==> config.mk <==
export PLATFORM = sky130hd
export DESIGN_NAME = pport_dual
export DESIGN_NICKNAME = d
export VERILOG_FILES = /design/src/rtl/dpp_pkg.sv /design/src/rtl/dpp_ctrl.sv /design/src/rtl/dpp_port.sv /design/src/rtl/dpp_datapath.sv /design/src/rtl/pport_dual.sv
export SDC_FILE = /design/constraint.sdc
export NUM_CORES = 1
export LEC_CHECK = 0
export CAP_MARGIN = 20
export CORE_ASPECT_RATIO = 0.8
export CORE_UTILIZATION = 45
export DETAILED_ROUTE_END_ITERATION = 10
export PLACE_DENSITY_LB_ADDON = 0.08
export SLEW_MARGIN = 25
export SYNTH_ARGS = -nofsm -noshare
export SYNTH_HDL_FRONTEND = slang
export SYNTH_SLANG_ARGS = --single-unit
==> constraint.sdc <==
create_clock -name clk -period 5.1 [get_ports clk]
set_input_delay 0.765 -clock clk [delete_from_list [all_inputs] [get_ports clk]]
set_output_delay 0.765 -clock clk [all_outputs]
set_load 0.1 [all_outputs]
==> src/rtl/dpp_pkg.sv <==
package dpp_pkg;
  localparam int BYTE_W   = 8;
  localparam int NPORT    = 2;
  localparam int OFF_GCR  = 'h00;
  localparam int OFF_SRQ  = 'h02;
  localparam int OFF_DIRA = 'h04;
  localparam int OFF_DIRB = 'h06;
  localparam int OFF_CTLA = 'h0C;
  localparam int OFF_CTLB = 'h0E;
  localparam int OFF_DATA = 'h10;
  localparam int OFF_DATB = 'h12;
  localparam int OFF_STAT = 'h1A;

  typedef enum logic [3:0] {
    SEL_NONE, SEL_GCR, SEL_SRQ, SEL_DIRA, SEL_DIRB,
    SEL_CTLA, SEL_CTLB, SEL_DATA, SEL_DATB, SEL_STAT
  } regSel_e;

  typedef struct packed {
    logic             wrGcr;
    logic             wrSrq;
    logic [NPORT-1:0] wrDir;
    logic [NPORT-1:0] wrCtl;
    logic [NPORT-1:0] load;
    logic             stageWr;
    logic [NPORT-1:0] pop;
    logic             snapB;
    logic             rdAny;
  } strobes_t;
endpackage

==> src/rtl/dpp_ctrl.sv <==
module dpp_ctrl
  import dpp_pkg::*;
#(
  parameter int ADDR_W = 6
) (
  input  logic [ADDR_W-1:0] addr,
  input  logic              wrEn,
  input  logic              rdEn,
  input  logic              pairMode,
  output regSel_e           sel,
  output strobes_t          st
);
  always_comb begin
    case (addr)
      ADDR_W'(OFF_GCR):  sel = SEL_GCR;
      ADDR_W'(OFF_SRQ):  sel = SEL_SRQ;
      ADDR_W'(OFF_DIRA): sel = SEL_DIRA;
      ADDR_W'(OFF_DIRB): sel = SEL_DIRB;
      ADDR_W'(OFF_CTLA): sel = SEL_CTLA;
      ADDR_W'(OFF_CTLB): sel = SEL_CTLB;
      ADDR_W'(OFF_DATA): sel = SEL_DATA;
      ADDR_W'(OFF_DATB): sel = SEL_DATB;
      ADDR_W'(OFF_STAT): sel = SEL_STAT;
      default:           sel = SEL_NONE;
    endcase
  end

  logic wrA, wrB, rdA, rdB;
  assign wrA = wrEn && (sel == SEL_DATA);
  assign wrB = wrEn && (sel == SEL_DATB);
  assign rdA = rdEn && (sel == SEL_DATA);
  assign rdB = rdEn && (sel == SEL_DATB);

  always_comb begin
    st          = '0;
    st.wrGcr    = wrEn && (sel == SEL_GCR);
    st.wrSrq    = wrEn && (sel == SEL_SRQ);
    st.wrDir[0] = wrEn && (sel == SEL_DIRA);
    st.wrDir[1] = wrEn && (sel == SEL_DIRB);
    st.wrCtl[0] = wrEn && (sel == SEL_CTLA);
    st.wrCtl[1] = wrEn && (sel == SEL_CTLB);
    // paired mode: A is staged, B commits both bytes together
    st.stageWr  = wrA && pairMode;
    st.load[0]  = pairMode ? wrB : wrA;
    st.load[1]  = wrB;
    st.pop[0]   = rdA;
    st.pop[1]   = rdB;
    st.snapB    = rdA && pairMode;
    st.rdAny    = rdEn;
  end
endmodule

==> src/rtl/dpp_port.sv <==
module dpp_port #(
  parameter int W = 8
) (
  input  logic         clk,
  input  logic         rstN,
  input  logic [W-1:0] pinIn,
  input  logic         stb,
  input  logic [W-1:0] dir,
  input  logic [1:0]   submode,
  input  logic         load,
  input  logic [W-1:0] loadVal,
  input  logic         pop,
  output logic [W-1:0] pinOut,
  output logic [W-1:0] readVal,
  output logic         full
);
  logic         stbPrev, stbRise, dbIn, dbOut, moveNow;
  logic [W-1:0] stage1, vis, hold, outReg;
  logic         stage1Full, visFull;

  assign stbRise = stb && !stbPrev;
  assign dbIn    = (submode == 2'b00);
  assign dbOut   = (submode == 2'b01);
  assign moveNow = dbIn && stage1Full && !visFull;

  always_ff @(posedge clk) begin
    if (!rstN) begin
      stbPrev    <= 1'b0;
      stage1     <= '0;
      stage1Full <= 1'b0;
      vis        <= '0;
      visFull    <= 1'b0;
      hold       <= '0;
      outReg     <= '0;
    end else begin
      stbPrev <= stb;
      if (dbIn && stbRise) begin
        stage1     <= pinIn;
        stage1Full <= 1'b1;
      end else if (moveNow) begin
        stage1Full <= 1'b0;
      end
      if (moveNow) begin
        vis     <= stage1;
        visFull <= 1'b1;
      end else if (pop) begin
        visFull <= 1'b0;
      end
      if (load && dbOut)        hold   <= loadVal;
      else if (load)            outReg <= loadVal;
      if (dbOut && stbRise)     outReg <= hold;
    end
  end

  assign pinOut  = outReg;
  assign full    = visFull;
  assign readVal = (dir & outReg) | (~dir & (dbIn ? vis : pinIn));

  p_single_load_r8: assert property (@(posedge clk) disable iff (!rstN)
    (load && !dbOut) |=> (pinOut == $past(loadVal)));
  p_hold_until_strobe_r9: assert property (@(posedge clk) disable iff (!rstN)
    (load && dbOut && !stbRise) |=> $stable(pinOut));
  p_empty_by_read_r6: assert property (@(posedge clk) disable iff (!rstN)
    $fell(visFull) |-> $past(pop));
endmodule

==> src/rtl/dpp_datapath.sv <==
module dpp_datapath
  import dpp_pkg::*;
(
  input  logic              clk,
  input  logic              rstN,
  input  regSel_e           sel,
  input  strobes_t          st,
  input  logic [BYTE_W-1:0] wrData,
  input  logic [BYTE_W-1:0] pinIn  [NPORT],
  input  logic              stb    [NPORT],
  output logic [BYTE_W-1:0] pinOut [NPORT],
  output logic [BYTE_W-1:0] pinOe  [NPORT],
  output logic [BYTE_W-1:0] rdData,
  output logic              pairMode
);
  logic [BYTE_W-1:0] gcrReg, srqReg, stageHi, shadowB, rdMux, rdQ;
  logic [BYTE_W-1:0] dirReg  [NPORT];
  logic [BYTE_W-1:0] ctlReg  [NPORT];
  logic [BYTE_W-1:0] loadVal [NPORT];
  logic [BYTE_W-1:0] portRd  [NPORT];
  logic [NPORT-1:0]  full;

  assign pairMode   = gcrReg[6];
  assign loadVal[0] = pairMode ? stageHi : wrData;
  assign loadVal[1] = wrData;

  always_ff @(posedge clk) begin
    if (!rstN) begin
      gcrReg  <= '0;
      srqReg  <= '0;
      stageHi <= '0;
      shadowB <= '0;
      for (int i = 0; i < NPORT; i++) begin
        dirReg[i] <= '0;
        ctlReg[i] <= '0;
      end
    end else begin
      if (st.wrGcr)   gcrReg  <= wrData;
      if (st.wrSrq)   srqReg  <= wrData;
      if (st.stageWr) stageHi <= wrData;
      if (st.snapB)   shadowB <= portRd[1];
      for (int i = 0; i < NPORT; i++) begin
        if (st.wrDir[i]) dirReg[i] <= wrData;
        if (st.wrCtl[i]) ctlReg[i] <= wrData;
      end
    end
  end

  for (genvar p = 0; p < NPORT; p++) begin : g_port
    dpp_port #(.W(BYTE_W)) u_port (
      .clk     (clk),
      .rstN    (rstN),
      .pinIn   (pinIn[p]),
      .stb     (stb[p]),
      .dir     (dirReg[p]),
      .submode (ctlReg[p][7:6]),
      .load    (st.load[p]),
      .loadVal (loadVal[p]),
      .pop     (st.pop[p]),
      .pinOut  (pinOut[p]),
      .readVal (portRd[p]),
      .full    (full[p])
    );
    assign pinOe[p] = dirReg[p];
  end

  always_comb begin
    case (sel)
      SEL_GCR:  rdMux = gcrReg;
      SEL_SRQ:  rdMux = srqReg;
      SEL_DIRA: rdMux = dirReg[0];
      SEL_DIRB: rdMux = dirReg[1];
      SEL_CTLA: rdMux = ctlReg[0];
      SEL_CTLB: rdMux = ctlReg[1];
      SEL_DATA: rdMux = portRd[0];
      SEL_DATB: rdMux = pairMode ? shadowB : portRd[1];
      SEL_STAT: rdMux = {{(BYTE_W-NPORT){1'b0}}, full};
      default:  rdMux = '0;
    endcase
  end

  always_ff @(posedge clk) begin
    if (!rstN)         rdQ <= '0;
    else if (st.rdAny) rdQ <= rdMux;
  end
  assign rdData = rdQ;

  p_unmapped_zero_r4: assert property (@(posedge clk) disable iff (!rstN)
    (st.rdAny && sel == SEL_NONE) |=> (rdData == '0));
  p_staged_no_pin_r10: assert property (@(posedge clk) disable iff (!rstN)
    (st.stageWr && ctlReg[0][7:6] != 2'b01) |=> $stable(pinOut[0]));
endmodule

==> src/rtl/pport_dual.sv <==
module pport_dual
  import dpp_pkg::*;
#(
  parameter int ADDR_W = 6
) (
  input  logic              clk,
  input  logic              rstN,
  input  logic [ADDR_W-1:0] addr,
  input  logic              wrEn,
  input  logic              rdEn,
  input  logic [7:0]        wrData,
  output logic [7:0]        rdData,
  input  logic [7:0]        paIn,
  output logic [7:0]        paOut,
  output logic [7:0]        paOe,
  input  logic              paStb,
  input  logic [7:0]        pbIn,
  output logic [7:0]        pbOut,
  output logic [7:0]        pbOe,
  input  logic              pbStb
);
  regSel_e           sel;
  strobes_t          st;
  logic              pairMode;
  logic [BYTE_W-1:0] pinIn  [NPORT];
  logic              stb    [NPORT];
  logic [BYTE_W-1:0] pinOut [NPORT];
  logic [BYTE_W-1:0] pinOe  [NPORT];

  assign pinIn[0] = paIn;
  assign pinIn[1] = pbIn;
  assign stb[0]   = paStb;
  assign stb[1]   = pbStb;
  assign paOut    = pinOut[0];
  assign pbOut    = pinOut[1];
  assign paOe     = pinOe[0];
  assign pbOe     = pinOe[1];

  dpp_ctrl #(.ADDR_W(ADDR_W)) u_ctrl (
    .addr     (addr),
    .wrEn     (wrEn),
    .rdEn     (rdEn),
    .pairMode (pairMode),
    .sel      (sel),
    .st       (st)
  );

  dpp_datapath u_dp (
    .clk      (clk),
    .rstN     (rstN),
    .sel      (sel),
    .st       (st),
    .wrData   (wrData),
    .pinIn    (pinIn),
    .stb      (stb),
    .pinOut   (pinOut),
    .pinOe    (pinOe),
    .rdData   (rdData),
    .pairMode (pairMode)
  );
endmodule

Word-level counts from Yosys, hierarchy flattened
Memory sizes are Yosys's and may differ from the RTL's.
Index checks and enable logic that the tools add are counted.
{"block": "classes", "n_eq_ne": 13, "n_mux": 38, "bitwise": 12, "n_reduce_logical": 38}
{"cell": "8-bit 2-to-1 mux", "n": 14}
{"cell": "8-bit one-hot mux with 9 select lines", "n": 1}
{"cell": "8-bit bitwise AND", "n": 4}
{"cell": "1-bit logical AND", "n": 24}
{"cell": "1-bit 2-to-1 mux", "n": 22}
{"cell": "4-bit by 3-bit == test with 1-bit output, second input constant", "n": 4}
{"cell": "8-bit NOT", "n": 2}
{"cell": "8-bit OR", "n": 2}
{"cell": "2-bit nonzero test", "n": 6}
{"cell": "4-bit by 2-bit == test with 1-bit output, second input constant", "n": 2}
{"cell": "4-bit == test, second input constant", "n": 2}
{"cell": "2-bit by 1-bit == test with 1-bit output, second input constant", "n": 2}
{"cell": "4-bit by 1-bit == test with 1-bit output, second input constant", "n": 1}
{"cell": "1-bit zero test", "n": 4}
{"cell": "2-bit zero test", "n": 2}
{"cell": "4-bit 2-to-1 mux", "n": 1}
{"cell": "2-bit by 1-bit != test with 1-bit output, second input constant", "n": 2}
{"cell": "1-bit OR", "n": 4}
{"cell": "2-bit AND reduction", "n": 2}
{"block": "word_totals", "ff_bits": 110, "mem_bits_rw": 32, "romBits": 128, "word_cells": 123, "memories": 3}
{"memory": "(name not given)", "depth": 32, "word_bits": 4, "read_ports": 1, "rd_ports_with_merged_regs": 0, "wr": 0, "line": "dpp_ctrl.sv:14", "source": "case (addr)"}
{"memory": "u_dp.ctlReg", "depth": 2, "word_bits": 8, "read_ports": 2, "rd_ports_with_merged_regs": 0, "wr": 2, "line": "dpp_datapath.sv:18", "source": "logic [BYTE_W-1:0] ctlReg [NPORT];"}
{"memory": "u_dp.dirReg", "depth": 2, "word_bits": 8, "read_ports": 2, "rd_ports_with_merged_regs": 0, "wr": 2, "line": "dpp_datapath.sv:17", "source": "logic [BYTE_W-1:0] dirReg [NPORT];"}

Longest topological paths before layout
An unclocked memory read counts as a cell.
{"block": "logic_depth", "word_depth": 8, "depth_mapped": 8, "mapped_depth_nobuf": 5}

Modules after synthesis
From an unflattened synthesis, not the netlist that was laid out.
{"block": "hier_totals", "cells_unflattened": 716, "area_unflattened_um2": 6880.3}
{"module": "dpp_datapath", "n_inst": 1, "cells_each": 291, "area_per_inst_um2": 3422.0, "seq_area_each_um2": 1761.7}
{"module": "dpp_port", "n_inst": 2, "cells_each": 190, "area_per_inst_um2": 1595.3, "seq_area_each_um2": 700.7}
{"module": "dpp_ctrl", "n_inst": 1, "cells_each": 45, "area_per_inst_um2": 267.8, "seq_area_each_um2": 0.0}

Least setup slack after synthesis
OpenSTA, ideal clock, no wires.
{"block": "synth_path", "path_type": "input -> register", "start": "input port addr[2]", "end": "register u_dp.g_port[1].u_port.outReg[5]", "arrival_ps": 2340, "path_slack_ps": 2680, "cell_stages": 7, "n_path_buf": 2, "path_cell_list": "buf_6 > or4b_4 > nor3b_4 > a31o_4 > buf_8 > nor2_1 > a211oi_2"}
{"block": "synth_via", "elab_chain_len": 7, "elab_cells_between_ends": 8, "classes_between": "2 x eq/ne; 1 x mux; 4 x reduce/logical; 1 x memory"}
{"element": "from (decl)", "line": "pport_dual.sv:8", "source": "input logic [ADDR_W-1:0] addr,"}
{"element": "memory read 32 x 4 bit *"}
{"element": "4-bit 2-to-1 mux *", "line": "dpp_ctrl.sv:14"}
{"element": "4-bit == test *", "line": "dpp_ctrl.sv:30", "source": "assign wrB = wrEn && (sel == SEL_DATB);"}
{"element": "1-bit logical AND *", "line": "dpp_ctrl.sv:30"}
{"element": "1-bit logical AND", "line": "dpp_port.sv:49", "source": "if (load && dbOut) hold <= loadVal;"}
{"element": "2-bit by 1-bit != test with 1-bit output (no line)"}
{"element": "2-bit AND reduction (no line) *"}
{"element": "to (signal assigned)", "line": "dpp_port.sv:50", "source": "else if (load) outReg <= loadVal;"}
{"element": "to (signal assigned)", "line": "dpp_port.sv:51", "source": "if (dbOut && stbRise) outReg <= hold;"}
{"element": "to (decl)", "line": "dpp_port.sv:18", "source": "logic [W-1:0] stage1, vis, hold, outReg;"}
Mark *: on every way between the ends. The rest lies on a longest branch, timed or not.
A chain may end at the register's enable or synchronous reset.

Worst setup path after layout
{"block": "layout_path", "start": "input port addr[1]", "end": "register u_dp.g_port[1].u_port.hold[6]"}
{"block": "layout_via", "elab_chain_len": 5}
{"element": "memory read 32 x 4 bit"}
{"element": "4-bit 2-to-1 mux", "line": "dpp_ctrl.sv:14"}
{"element": "4-bit == test", "line": "dpp_ctrl.sv:30"}
{"element": "1-bit logical AND", "line": "dpp_ctrl.sv:30"}
{"element": "1-bit logical AND", "line": "dpp_port.sv:49"}
{"element": "to (signal assigned)", "line": "dpp_port.sv:49"}
{"element": "to (decl)", "line": "dpp_port.sv:18"}
Every way passes these cells.

==> out/qor.yml <==
status: "completed"
area_delta_synth_final_pct: 23.43
io_pins: 76
worst_pin_slew_ns: 1.079
p_seq_share_pct: 44.8
cts-root-buf: "clkbuf_16"
design_area_sq_mm: 0.007712
synth_edf_count: 32
finalSetupTns_ns: 0
cts_hold_repair.buffers: 0
synth_top_flop_cell: "dfxtp_1"
dp_cells: 878
routed_wl_mm: 19.25
synth-warning-count: 0
grtUsageTotal_pct: 28.17
worstSetupEndpoint: "u_dp.g_port[1].u_port.hold[6]"
fin_hold_ws_ns: 0.4501
cts_buffers: 17
setup_viol: 0
clock_power_share_pct: 45.3
crit_path_end_kind: "flop"
p_leak_nw: 2.802
crit_arrival_ns: 3.57
drive_gt1_share_pct: 8.767
reg2regPathDepth: 5
cp.required_ns: 5.37
synth_area_leaders: "dfxtp_1 (35%), edfxtp_1 (15%), mux2i_1 (11%)"
cpPeakStageDelay_ns: 0.83
switchingPower_w: 0.0006910
h-tree-depth: 4
cts_buffer_depth: 2
overflow: 0
dr.pass1.iters: 5
pwr_density_cell_mw_per_mm2: 347.7
dr.first_iter.drc_count: 493
yosysTopAreaCell: "dfxtp_1"
cts_tree: "built"
ys_ff_latch: 142
r2r_setup_slack_ns: 2.64
post-cts-setup-buffers: 0
postSynthCellCount: 652
maxSlewHeadroom_pct: 27.88
vias: 5222
finalMaxSlewViolations: 0
cp_top_family: "simple AND/OR/NAND/NOR gates"
die-area_sq_mm: 0.01436
cellInternalPower_w: 0.001990
hpwl_mm: 13.84
grt_pass1_wl_mm: 29.28
die_height_microns: 107.4
finalNetCount: 753
syn_avg_cell_area_sq_um: 9.584
synth.top_cells.by_count: "dfxtp_1 (110), nand2_1 (102), nor2_1 (73)"
num_antenna_cells: 0
finalCriticalPeriod_ns: 3.300
fin_crit_sh_pct: 64.70
row_count: 38
clk_pin_slew_ns: 0.06
critPathKind: "in2reg"
cp.depth: 6
clk_latency_ns: 0.43
cts_resized: 0
finalHoldViolCount: 0
initial_utilization_pct: 46.11
yosysSeqAreaShare_pct: 50.62
post-route-drc-count: 0
cpMaxStageDelayCell: "clkdlybuf4s50_1"
startpoint_type: "primary input"
numPortBuffers: 75
ys_types: 56
dpl_cell_area_sq_mm: 0.007116
cts_sinks: 142
async_flop_share_pct: 0
syn_nets: 688
die_x_microns: 133.7
netlist.area_leader.share_pct: 35.24
max_cap_violations: 0
swShare_pct: 25.77
crit_path_max_fanout: 12
netlist_area_sq_mm: 0.006248
coreArea_sq_mm: 0.01355
cp_num_buf_inv: 1
p_comb_share_pct: 9.9
rsz0062_at_grt: "no"
r2r_end: "u_dp.rdData[5]"
crit_path_start: "addr[1]"
fillers: 1203
grt_max_degree: 92
hold_path.class: "reg2reg"
ant_nets: 0
drt-vias-per-instance: 5.738
place_congestion: 0.9040
wl_per_cell_microns: 21.15
synth_most_common_cell: "dfxtp_1"
grt_pass1_vias: 4875
fin_skew_ns: 0.006103
path_cells: "clkdlybuf4s50_1 -> or4b_4 -> nor3b_4 -> nand4b_1 -> mux2i_1 -> nor2_1"
max_freq_mhz: 303.1
antenna_found_initial: 0
layout.cells.non_filler: 910
ir_drop_v: 0.0002368
r2r-start: "u_dp.ctlReg[0][14]"
==> worst min-delay path by stage <==
stage                                               start                         endpoint  slack [ns]  cells past startpoint
after global placement      u_dp.g_port[0].u_port.hold[1]  u_dp.g_port[0].u_port.pinOut[1]        0.43                      2
after detailed placement  u_dp.g_port[1].u_port.stage1[5]     u_dp.g_port[1].u_port.vis[5]        0.45                      2
final                     u_dp.g_port[1].u_port.stage1[6]     u_dp.g_port[1].u_port.vis[6]        0.45                      2
after CTS                 u_dp.g_port[1].u_port.stage1[5]     u_dp.g_port[1].u_port.vis[5]        0.45                      2
after global routing      u_dp.g_port[1].u_port.stage1[1]     u_dp.g_port[1].u_port.vis[1]        0.47                      2
after floorplan             u_dp.g_port[0].u_port.hold[0]  u_dp.g_port[0].u_port.pinOut[0]        0.43                      2
==> metal layers <==
layer	vias to the layer above	wire length, microns	GRT usage (%)
li1	2469	-	-
met1	2526	9278	41.50
met2	205	8147	40.19
met3	22	1557	6.685
met4	0	266	8.847
met5	-	0	0
==> flip-flops by register name (all words and copies together), names as in the netlist <==
signal	flops
u_dp.g_port.u_port.pinOut	16
u_dp.srqReg	8
u_dp.shadowB	8
u_dp.g_port.u_port.hold	16
u_dp.g_port.u_port.stage1	16
u_dp.ctlReg	16
u_dp.dirReg	16
u_dp.g_port.u_port.stage1Full	2
u_dp.gcrReg	8
u_dp.g_port.u_port.full	2
u_dp.g_port.u_port.stbPrev	2
u_dp.rdData	8
u_dp.stageHi	8
u_dp.g_port.u_port.vis	16
==> logic make-up after synthesis <==
logic type	synth area share [%]
AO/OA/AOI/OAI	13.82
AND/OR/NAND/NOR	19.44
multiplexers	13.20
XOR/XNOR	0.1402
flip-flops	50.62
buffers and inverters	2.783
==> power by group through the flow <==
stage	clock network (W)	logic (W)	registers [W]
2_1_floorplan	0	0.0000923	0.00129
3_3_place_gp	0	0.000262	0.00122
6_report	0.00121	0.000265	0.00120
5_1_grt	0.00128	0.000278	0.00120
4_1_cts	0.00123	0.000264	0.00120
3_5_place_dp	0	0.000263	0.00122
==> cells in the final DEF (no fill, tap or decap), types with 2 or more instances in the layout <==
| cell type | instances |
|---|---|
| a2111oi_0 | 2 |
| a211oi_1 | 16 |
| a211oi_2 | 2 |
| a21o_1 | 2 |
| a21oi_1 | 51 |
| a221oi_1 | 10 |
| a22oi_1 | 3 |
| a2bb2oi_1 | 3 |
| a31oi_1 | 8 |
| and2_1 | 21 |
| and3_1 | 4 |
| buf_4 | 7 |
| clkbuf_1 | 3 |
| clkbuf_16 | 20 |
| clkbuf_8 | 2 |
| clkdlybuf4s50_1 | 75 |
| clkinv_2 | 3 |
| dfxtp_1 | 110 |
| edfxtp_1 | 32 |
| inv_4 | 2 |
| mux2_2 | 9 |
| mux2i_1 | 70 |
| nand2_1 | 102 |
| nand2b_1 | 3 |
| nand3_1 | 6 |
| nand3b_1 | 3 |
| nand4_1 | 2 |
| nor2_1 | 72 |
| nor2_2 | 3 |
| nor2b_1 | 10 |
| nor3_1 | 10 |
| nor3b_1 | 2 |
| nor3b_4 | 2 |
| nor4b_2 | 3 |
| o21a_1 | 6 |
| o21ai_0 | 23 |
| o22ai_1 | 2 |
| or3_1 | 3 |
==> tightest hold or removal path: stages (launching register included) <==
cell and delay (ns):
dfxtp_1 0.31, nand2_1 0.05, a21oi_1 0.05
==> final cells by class <==
| cell class | count | area [sq um] | area share [%] |
|---|---|---|---|
| sequential | 142 | 3163 | 41.01 |
| multi-input combinational | 472 | 2930 | 37.99 |
| inverter | 2 | 7.507 | 0.09734 |
| clock buffer | 25 | 539.3 | 6.992 |
| tap | 180 | 225.2 | 2.920 |
| timing repair buffer | 82 | 803.3 | 10.42 |
| clock inverter | 7 | 43.79 | 0.5678 |
==> through the flow <==
step	setup WS [ns]	total power, W	util (%)
after floorplan	2.680	0.001382	-
after global placement	1.499	0.001486	52.51
after detailed placement	1.434	0.001487	52.51
after CTS	1.838	0.002692	56.81
after global routing	1.636	0.002763	56.92
final	1.800	0.002681	56.92
No activity file was read; power rests on OpenSTA's default activity.
